[src/rtl/ftrap_pkg.sv]
package ftrap_pkg;
  localparam int FLAG_W = 5;
  localparam int SUM_W  = 7;

  typedef logic [FLAG_W-1:0] flag_t;
  typedef logic [SUM_W-1:0]  sum_t;

  typedef enum int {
    FL_INV = 0,
    FL_DZE = 1,
    FL_OVF = 2,
    FL_UNF = 3,
    FL_INX = 4
  } flag_idx_e;

  // qualifier field positions
  localparam int Q_INX = 0;
  localparam int Q_SWC = 1;

  // summary bit of flag i is i+1
  function automatic sum_t to_summary(flag_t f);
    sum_t s;
    s = '0;
    for (int i = 0; i < FLAG_W; i++) s[i+1] = f[i];
    return s;
  endfunction
endpackage

[src/rtl/ftrap_filter.sv]
module ftrap_filter
  import ftrap_pkg::*;
(
  input  logic       valid_i,
  input  flag_t      flags_i,
  input  logic [1:0] qual_i,
  input  flag_t      en_mask_i,
  output flag_t      sticky_set_o,
  output flag_t      raise_o,
  output logic       fire_o
);
  flag_t keep;
  flag_t kept;

  for (genvar g = 0; g < FLAG_W; g++) begin : g_keep
    if (g == FL_INX) begin : g_inx
      assign keep[g] = qual_i[Q_INX];
    end else begin : g_other
      assign keep[g] = 1'b1;
    end
  end

  assign kept = valid_i ? (flags_i & keep) : '0;

  always_comb begin
    if (qual_i[Q_SWC]) begin
      sticky_set_o = kept;
      raise_o      = kept & ~en_mask_i;
    end else begin
      sticky_set_o = '0;
      raise_o      = kept;
    end
  end

  assign fire_o = |raise_o;
endmodule

[src/rtl/ftrap_state.sv]
module ftrap_state
  import ftrap_pkg::*;
(
  input  logic  clk_i,
  input  logic  rst_ni,
  input  flag_t sticky_set_i,
  input  logic  we_i,
  input  flag_t wdata_i,
  output flag_t sticky_o,
  output flag_t en_mask_o
);
  flag_t sticky_q, mask_q;

  always_ff @(posedge clk_i or negedge rst_ni) begin
    if (!rst_ni) begin
      sticky_q <= '0;
      mask_q   <= '0;
    end else begin
      sticky_q <= sticky_q | sticky_set_i;
      if (we_i) mask_q <= wdata_i;
    end
  end

  assign sticky_o  = sticky_q;
  assign en_mask_o = mask_q;
endmodule

[src/rtl/ftrap_emit.sv]
module ftrap_emit
  import ftrap_pkg::*;
#(
  parameter int DEST_W  = 5,
  parameter int REGS_W  = 64,
  parameter int REG_OFS = 32
) (
  input  logic              clk_i,
  input  logic              rst_ni,
  input  logic              fire_i,
  input  flag_t             raise_i,
  input  logic [DEST_W-1:0] dest_i,
  output logic              trap_o,
  output sum_t              sum_o,
  output logic [REGS_W-1:0] regs_o
);
  localparam int NREG = 2 ** DEST_W;

  logic [REGS_W-1:0] hit;
  logic              trap_q;
  sum_t              sum_q;
  logic [REGS_W-1:0] regs_q;

  for (genvar g = 0; g < REGS_W; g++) begin : g_dec
    if (g >= REG_OFS && g < REG_OFS + NREG) begin : g_live
      assign hit[g] = fire_i && (dest_i == DEST_W'(g - REG_OFS));
    end else begin : g_dead
      assign hit[g] = 1'b0;
    end
  end

  always_ff @(posedge clk_i or negedge rst_ni) begin
    if (!rst_ni) begin
      trap_q <= 1'b0;
      sum_q  <= '0;
      regs_q <= '0;
    end else begin
      trap_q <= fire_i;
      sum_q  <= fire_i ? to_summary(raise_i) : '0;
      regs_q <= regs_q | hit;
    end
  end

  assign trap_o = trap_q;
  assign sum_o  = sum_q;
  assign regs_o = regs_q;
endmodule

[src/rtl/ftrap_gen.sv]
module ftrap_gen
  import ftrap_pkg::*;
#(
  parameter int DEST_W  = 5,
  parameter int REGS_W  = 64,
  parameter int REG_OFS = 32
) (
  input  logic              clk_i,
  input  logic              rst_ni,
  input  logic              op_valid_i,
  input  logic [4:0]        op_flags_i,
  input  logic [1:0]        op_qual_i,
  input  logic [DEST_W-1:0] op_dest_i,
  input  logic              en_we_i,
  input  logic [4:0]        en_wdata_i,
  output logic              trap_o,
  output logic [6:0]        trap_sum_o,
  output logic [REGS_W-1:0] trap_regs_o,
  output logic [4:0]        sticky_o,
  output logic [4:0]        en_mask_o
);
  flag_t sticky_set, raise, mask;
  logic  fire;

  ftrap_filter u_filter (
    .valid_i      (op_valid_i),
    .flags_i      (op_flags_i),
    .qual_i       (op_qual_i),
    .en_mask_i    (mask),
    .sticky_set_o (sticky_set),
    .raise_o      (raise),
    .fire_o       (fire)
  );

  ftrap_state u_state (
    .clk_i        (clk_i),
    .rst_ni       (rst_ni),
    .sticky_set_i (sticky_set),
    .we_i         (en_we_i),
    .wdata_i      (en_wdata_i),
    .sticky_o     (sticky_o),
    .en_mask_o    (mask)
  );

  ftrap_emit #(
    .DEST_W  (DEST_W),
    .REGS_W  (REGS_W),
    .REG_OFS (REG_OFS)
  ) u_emit (
    .clk_i   (clk_i),
    .rst_ni  (rst_ni),
    .fire_i  (fire),
    .raise_i (raise),
    .dest_i  (op_dest_i),
    .trap_o  (trap_o),
    .sum_o   (trap_sum_o),
    .regs_o  (trap_regs_o)
  );

  assign en_mask_o = mask;
endmodule

[config.mk]
export PLATFORM = sky130hd
export DESIGN_NAME = ftrap_gen
export DESIGN_NICKNAME = d
export VERILOG_FILES = /design/src/rtl/ftrap_pkg.sv /design/src/rtl/ftrap_filter.sv /design/src/rtl/ftrap_state.sv /design/src/rtl/ftrap_emit.sv /design/src/rtl/ftrap_gen.sv
export SDC_FILE = /design/constraint.sdc
export NUM_CORES = 1
export LEC_CHECK = 0
export BUFFER_PORTS_ARGS = -buffer_cell sky130_fd_sc_hd__buf_2
export CAP_MARGIN = 20
export CORE_ASPECT_RATIO = 1.5
export CORE_MARGIN = 1
export CORE_UTILIZATION = 41
export CTS_CLUSTER_SIZE = 8
export DETAILED_ROUTE_END_ITERATION = 7
export PLACE_DENSITY = 0.85
export SLEW_MARGIN = 15
export SYNTH_ARGS = -nofsm -noshare
export SYNTH_HDL_FRONTEND = slang
export SYNTH_SLANG_ARGS = --single-unit
[constraint.sdc]
create_clock -name clk_i -period 1.4 [get_ports clk_i]
set_input_delay 0.07 -clock clk_i [delete_from_list [all_inputs] [get_ports clk_i]]
set_output_delay 0.07 -clock clk_i [all_outputs]
set_load 0.02 [all_outputs]
# Word level (Yosys, flattened, before mapping)

Cells that the tools add are included.

Register bits: 82
Input bits: 21
Output and inout bits: 82

Eq/ne operators: 31
Muxes and demuxes: 4
Bitwise operators: 5
Reductions and logical operators: 34

Operator list:

| cell                                                             | count |
|---|---|
| 5-bit == test (second input constant)                            | 16 |
| 64-bit bitwise OR                                                | 1 |
| 5-bit by 4-bit == test with 1-bit output (second input constant) | 8 |
| 1-bit logical AND                                                | 32 |
| 5-bit by 3-bit == test with 1-bit output (second input constant) | 4 |
| 5-bit two-way mux                                                | 3 |
| 5-bit bitwise AND                                                | 2 |
| 5-bit by 2-bit == test with 1-bit output (second input constant) | 2 |
| 6-bit two-way mux                                                | 1 |
| 5-bit by 1-bit == test with 1-bit output (second input constant) | 1 |
| 5-bit logical NOT                                                | 1 |
| 5-bit inverter                                                   | 1 |
| 5-bit bitwise OR                                                 | 1 |
| 5-bit OR reduction                                               | 1 |

# Longest topological paths before layout

Gate-level depths: netlist of run 1.

Depth in word-level cells: 7
Gate-level depth with buffers: 4

# Cells and area by module

A second synthesis of run 1 with hierarchy kept.

Cell total of the unflattened synthesis: 168
Area total of the unflattened synthesis: 2079.5 um^2

By module, submodules not included:

| module       | instances | cells an instance | area an instance (um^2) | sequential area each (um^2) |
|---|---|---|---|---|
| ftrap_emit   | 1         | 128               | 1625.3                  | 950.9 |
| ftrap_state  | 1         | 20                | 337.8                   | 250.2 |
| ftrap_filter | 1         | 20                | 116.4                   | 0.0 |

# Worst setup path after synthesis of run 1

OpenSTA, ideal clock, no wires.

Path kind: register to register
From: reg u_state.mask_q[4], in the netlist u_state.en_mask_o[4]
To: reg u_emit.regs_q[32], in the netlist u_emit.regs_o[32]
Data arrival time: 1.358 ns
Required time: 1.282 ns
Slack: -0.076 ns
Cell stages (with the launch flop): 5
Path buffers: 0
Period minus slack after synthesis: 1.476 ns
Cells stage by stage: dfrtp_1 -> nand2_2 -> a311oi_4 -> a21boi_4 -> a21o_1

Cells in the longest elaborated chain, start to end: 6

RTL lines:

| what                     | line               | text |
|---|---|---|
| start: declaration       | ftrap_state.sv:12  | `flag_t sticky_q, mask_q;` |
| start signal: assignment | ftrap_state.sv:20  | `if (we_i) mask_q <= wdata_i;` |
| 5-bit inverter           | ftrap_filter.sv:28 | `raise_o = kept & ~en_mask_i;` |
| 5-bit bitwise AND        | ftrap_filter.sv:28 |  |
| 5-bit two-way mux        | ftrap_filter.sv:26 | `if (qual_i[Q_SWC]) begin` |
| 5-bit OR reduction       | ftrap_filter.sv:35 | `assign fire_o = \|raise_o;` |
| 1-bit logical AND        | ftrap_emit.sv:26   | `assign hit[g] = fire_i && (dest_i == DEST_W'(g - REG_OFS));` |
| 64-bit bitwise OR        | ftrap_emit.sv:40   | `regs_q <= regs_q \| hit;` |
| end signal: assignment   | ftrap_emit.sv:40   |  |
| end: declaration         | ftrap_emit.sv:22   | `logic [REGS_W-1:0] regs_q;` |

No other way between the ends.
A chain may end at the register's enable or synchronous reset.

# Final worst setup path of run 1

From: reg u_state.mask_q[0], in the netlist u_state.en_mask_o[0]
To: reg u_emit.regs_q[53], in the netlist u_emit.regs_o[53]

The elaborated chain is that of the path after synthesis.

==> results.toml, run 1 <==
[power]
power_density_mw_per_mm2 = 1390
p_leak_nw = 1.30
fin_total_pwr_mw = 3.62
vdd.ir_drop.worst_mv = 0.841

[global_routing]
grt_max_degree = 31
overflow = 0
track_usage_pct = 16.8
grt_pass1_vias = 1474
antenna_found_initial = 0
grt_pass1_wl_um = 6850

[floorplanning]
io_pins = 103
floorplan.core_area_mm2 = 0.00512
die_w_um = 61.3
start_util_pct = 42.2
die_h_um = 90.9
die_area_mm2 = 0.00557
rows = 32

[synthesis]
synth_top_area_share_pct = 55.6
synth.distinct_cells = 32
async_flop_share_pct = 100
synth_compound_area_share_pct = 19.3
synth.cell_area_mm2 = 0.00216
ys_seq_elements = 48
synth_area_per_cell_um2 = 12.2
yosys.area_share.adder_pct = 0
yosys_warnings = 0
synth_most_common_cell = "dfrtp_1"
synth_xor_area_share_pct = 0
synth_top_cell_by_area = "dfrtp_1"
synth_top_family_by_area = "compound AO/OA/AOI/OAI gates"
muxShareOfSynthArea_pct = 2.61
synth_edf_count = 0
synthFlopType = "dfrtp_1"
synth_seq_area_share_pct = 55.6
yosys.area_share.simple_pct = 9.26
synth_cells = 177
synth_area_leaders = "dfrtp_1 56%, buf_4 12%, a21o_1 6.3%"
netlist_top_cells_count = "48 x dfrtp_1, 34 x buf_4, 18 x a21o_1"

[worst_setup_path]
cp-start-kind = "register"
worstSetupPathType = "reg2reg"
crit_arrival_ns = 1.55
cp_max_fo = 9
end_kind = "register"
critical_path_required_ns = 1.64

[clocking]
clk_pin_slew_ns = 0.08
root_buffer = "clkbuf_8"
cts_resized = 0
tritoncts = "yes"
cts.path.max_buffers = 2
clkLatencyLatePin_ns = 0.30
clock_sinks = 48
h-tree-depth = 2
numCtsBuffers = 5

[timing]
finalSetupTns_ns = 0
setup_violations = 0
fin_crit_sh_pct = 93.8
fin_crit_ns = 1.31
fmax_ghz = 0.761
clock_skew_ns = 0.00672
hold_viol_final = 0
slew_violations = 0
rsz0062_at_grt = "false"

[drt]
viasPerCell = 4.76
drt_iter0_drc = 20
wl_um = 4320
wl_per_cell_um = 13.4
ant_nets = 0
drcViolationCount = 0
vias = 1529
drt_pass1_iterations = 4

[min_path]
min_path_type = "in2reg"

[run_status]
status = "finished, final reports clean"

[cells_and_area]
drive_gt1_share_pct = 37.9
fin_nets = 274
utilization_pct = 50.6
n_antenna_cell = 0
finalNonFillerCells = 321
syn2layout_area_growth_pct = 20.1
final_area_mm2 = 0.00259

[place]
placed_area_mm2 = 0.00246
place_congestion = 0.740
port_buffers = 68
post-place-cells = 308
dp_hpwl_um = 3300

[flow_run]
cap_violations = 0
logic make-up after synthesis:
group	after synthesis
AOI/OAI and AO/OA	48
buffers and inverters	41
DFF	48
muxes	5
other	1
and+or+nand+nor	34
per-stage QoR:
step                hold slack [ns]  setup WS (ns)
finish                       0.0113         0.0865
CTS                        0.000946         0.0800
detailed placement           0.0313        -0.0200
global route                0.00698         0.0285
global placement             0.0278         0.0396
floorplan                    -0.226        0.00544
worst max-delay path: stages (launching register included):
cell and delay (ns):
dfrtp_1 0.42, nor2b_2 0.18, a311oi_4 0.06, buf_4 0.17, a21oi_4 0.26, a21o_1 0.16
report_power, final:
| part | internal [mW] | switching (mW) | total, mW |
|---|---|---|---|
| sequential | 1.64 | 0.136 | 1.77 |
| clock | 0.340 | 0.423 | 0.763 |
| combinational | 0.389 | 0.694 | 1.08 |
state kept, by name, summed over array words and instances (netlist names):
| name | count |
|---|---|
| u_emit.regs_o | 32 |
| u_emit.trap_o | 1 |
| u_state.en_mask_o | 5 |
| u_state.sticky_o | 5 |
| u_emit.sum_o | 5 |
path summary, 6_finish.rpt:
kind / slack, ns / from / endpoint / cells after the start
worst min-delay path: 0.01 / en_wdata_i[2] / u_state.en_mask_o[2] / 2
worst min register to register: 0.46 / u_emit.regs_o[52] / u_emit.regs_o[52] / 1
worst max register to register: 0.09 / u_state.en_mask_o[0] / u_emit.regs_o[53] / 5
worst max-delay path: 0.09 / u_state.en_mask_o[0] / u_emit.regs_o[53] / 5
max in group asynchronous: 0.65 / rst_ni / u_state.sticky_o[4] / 3
min in group asynchronous: 0.25 / rst_ni / u_emit.regs_o[41] / 2
cells in the final DEF (no fill, tap or decap):
cell type      Yosys  layout
a21bo_4            1       1
a21boi_0           1       1
a21boi_4           1       1
a21o_1            18      18
a21o_4             1       1
a21oi_1            4       4
a21oi_4            1       1
a311oi_4           1       1
a31o_2             4       4
a41o_1             1       1
and4_1             1       1
buf_12             0       1
buf_2              1      68
buf_4             34       2
clkbuf_1           5       1
clkbuf_8           0       5
clkinv_2           0       1
conb_1             1      34
dfrtp_1           48      47
dfrtp_2            0       1
dlygate4sd3_1      0       5
inv_1              1       1
mux2_2             5       5
nand2_1            5       5
nand2_2            1       1
nand2b_1           5       5
nand3_1            2       2
nand4_1            1       1
nand4b_1           4       4
nor2_1             6       6
nor2b_1            1       1
nor2b_2            1       1
nor2b_4            1       1
nor3_1             4       4
nor4_1             2       2
o21bai_1          14      14
o221a_2            1       1
area by class of cell:
class / instances / area [um^2]
clock inverters: 1 / 5.00
multi-input cells: 121 / 801
fillers: 486 / 2530
repair buffers: 76 / 425
clock buffers: 6 / 72.6
flip-flops and latches: 48 / 1200
well taps: 68 / 85.1
inverters: 1 / 3.75
per-layer routing:
metal	up-vias	track usage (%)	share of wire [%]
li1	698	-	-
met1	747	18.0	36
met2	77	28.7	55
met3	7	5.87	7.7
met4	0	7.01	1.6
met5	-	0	0
repair_timing:
item,4_1_cts,5_1_grt
hold buffers,1,4
setup endpoints to repair,18,0
setup buffers,1,0
hold endpoints to repair,18,4
Power figures use the tool's default switching activity.
==> run 2: changes to the inputs <==
- PLACE_DENSITY: 0.85 -> 0.86
- RECOVER_POWER: default -> 100
- SYNTH_HIERARCHICAL: default -> 1
==> run 2 against run 1 <==
Compared with the run above: worst hold slack gained 0.0052 ns; routed wire length increased by 2.0%; setup slack got worse by 0.32 ns; global-route usage up 1.0 points; the flow now finishes with violations (setup timing); largest cell class unchanged; sequential cell count unchanged; via count fell by 3.0%; utilization rose by 2.4 points; combinational power hardly changed; first-iteration DRC count up 60%; critical path depth unchanged.
==> results.toml, run 2 <==
[run_status]
status = "finished with violations"
violations = "setup timing"

[synthesis]
synth_top_area_share_pct = 57.8
synth_cells = 168
synthFlopType = "dfrtp_1"
synth_top_cell_by_area = "dfrtp_1"
async_flop_share_pct = 100
netlist_top_cells_count = "48 x dfrtp_1, 34 x buf_4, 16 x o21bai_1"
yosys_warnings = 6
synth_most_common_cell = "dfrtp_1"
ys_seq_elements = 48
synth.cell_area_mm2 = 0.00208
synth_seq_area_share_pct = 57.8
synth.distinct_cells = 26
synth_area_per_cell_um2 = 12.4
synth_area_leaders = "dfrtp_1 58%, buf_4 12%, o21bai_1 5.8%"
synth_edf_count = 0

[place]
place_congestion = 0.792
dp_hpwl_um = 3260
port_buffers = 68
placed_area_mm2 = 0.00247
post-place-cells = 310

[cells_and_area]
layout_common_cells = "49 x clkbuf_1, 44 x dfrtp_1, 34 x conb_1"
final_common_cell = "clkbuf_1"
drive_gt1_share_pct = 27.8
fin_nets = 276
syn2layout_area_growth_pct = 23.6
n_antenna_cell = 0
finalNonFillerCells = 321
final_area_mm2 = 0.00257
utilization_pct = 53.0
largest_reg_flops = 32

[drt]
drt_iter0_drc = 32
drt_pass1_iterations = 4
top_layer = "met4"
ant_nets = 0
drcViolationCount = 0
route.met2.wl_um = 2310
wl_per_cell_um = 13.7
wl_um = 4400
vias = 1483
wl_met1_um = 1750
viasPerCell = 4.62
wl_met3_um = 247

[worst_setup_path]
cp-start-kind = "register"
critical_path_required_ns = 1.59
worstSetupPathType = "reg2reg"
r2r_slack_ns = -0.23
r2r-end = "u_emit/regs_o[51]"
r2r_cells = 5
cp_max_fo = 5
endpoint = "u_emit/regs_o[51]"
crit_arrival_ns = 1.83
critPathLaunch = "u_state/en_mask_o[1]"
timing.rr.start = "u_state/en_mask_o[1]"
end_kind = "register"

[power]
power_density_mw_per_mm2 = 1430
p_leak_nw = 1.16
vdd.ir_drop.worst_mv = 0.775

[global_routing]
antenna_found_initial = 0
track_usage_pct = 17.8
grt_max_degree = 31
grt_pass1_vias = 1436
grt_pass1_wl_um = 6980
overflow = 0

[clocking]
clk_pin_slew_ns = 0.09
h-tree-depth = 2
tritoncts = "yes"
clock_sinks = 48
numCtsBuffers = 5
clkLatencyLatePin_ns = 0.30
root_buffer = "clkbuf_8"
cts.path.max_buffers = 2

[floorplanning]
start_util_pct = 42.9
die_area_mm2 = 0.00537
io_pins = 103
floorplan.core_area_mm2 = 0.00485
die_w_um = 60.2
rows = 31
die_h_um = 89.2

[timing]
setup_violations = 38
tightest_slew_ns = 1.06
slew_violations = 0
fin_crit_ns = 1.63
fmax_ghz = 0.613
hold_viol_final = 0
clock_skew_ns = 0.0116
timing.slew.headroom_pct = 29.3
fin_crit_sh_pct = 117
rsz0062_at_grt = "true"
setup_ws_ns = -0.232

[flow_run]
cap_violations = 0

[min_path]
min_path_type = "in2reg"
run 2: cell types whose count changed in the layout (fill, tap and decap cells not counted), moves of 5 or more:
cell,previous run,this run
a21o_1,18,12
or2_2,0,5
clkbuf_1,1,49
buf_2,68,19
buf_4,2,9
run 2: worst min-delay path by stage:
stage | cells past startpoint | to | slack [ns] | from
6_report | 2 | u_state/en_mask_o[3] | 0.02 | en_wdata_i[3]
5_1_grt | 2 | u_state/en_mask_o[2] | 0.003 | en_wdata_i[2]
4_1_cts | 2 | u_state/en_mask_o[2] | 0.01 | en_wdata_i[2]
3_5_place_dp | 1 | u_state/sticky_o[1] | 0.05 | rst_ni
3_3_place_gp | 1 | u_state/sticky_o[0] | 0.04 | rst_ni
2_1_floorplan | 0 | u_emit/regs_o[32] | -0.23 | rst_ni
run 2: layout make-up:
cell class	instances	area, um^2
clock buffer	6	82.6
multi-input combinational	115	761
sequential	48	1210
tap	66	82.6
timing repair buffer	85	430
fill	473	2280
clock inverter	1	8.76
run 2: metrics by stage:
step	hold WS [ns]	TNS [ns]	total power, mW	setup slack, ns
floorplan	-0.226	-5.26	2.53	-0.340
global placement	0.0414	-5.75	2.87	-0.216
detailed placement	0.0450	-6.72	2.90	-0.233
CTS	0.0106	-6.33	3.74	-0.223
global route	0.00275	-8.33	3.89	-0.273
finish	0.0165	-6.45	3.67	-0.232
run 2: repair_timing:
item,in CTS,in global routing
gates cloned,0,0
resized for setup,3,8
hold buffers,1,0
hold endpoints to repair,18,0
pin swaps,3,6
buffers inserted,1,2
endpoints found under the setup margin,37,37
run 2: logic make-up after synthesis:
| family | synth area share, % |
|---|---|
| AO/OA/AOI/OAI | 12.8 |
| buffers and inverters | 13.2 |
| flip-flops | 57.8 |
| multiplexers | 2.71 |
| other | 0.180 |
| AND/OR/NAND/NOR | 13.3 |
run 2: worst max-delay path, stage by stage, from the launching register on:
cell      delay, ns
dfrtp_2        0.37
and2_4         0.15
o22ai_2        0.06
or4_4          0.46
and4bb_2       0.29
a31o_1         0.22
run 2: power by group:
group          internal (mW)  total [mW]  switching (mW)
registers               1.64        1.79           0.143
clock network          0.394       0.832           0.438
logic                  0.358        1.05           0.690
run 2: layer usage:
metal / vias up / global-route usage (%)
met1: 725 / 20.9
met5: - / 0
met3: 9 / 3.04
li1: 681 / -
met2: 68 / 31.4
met4: 0 / 7.82
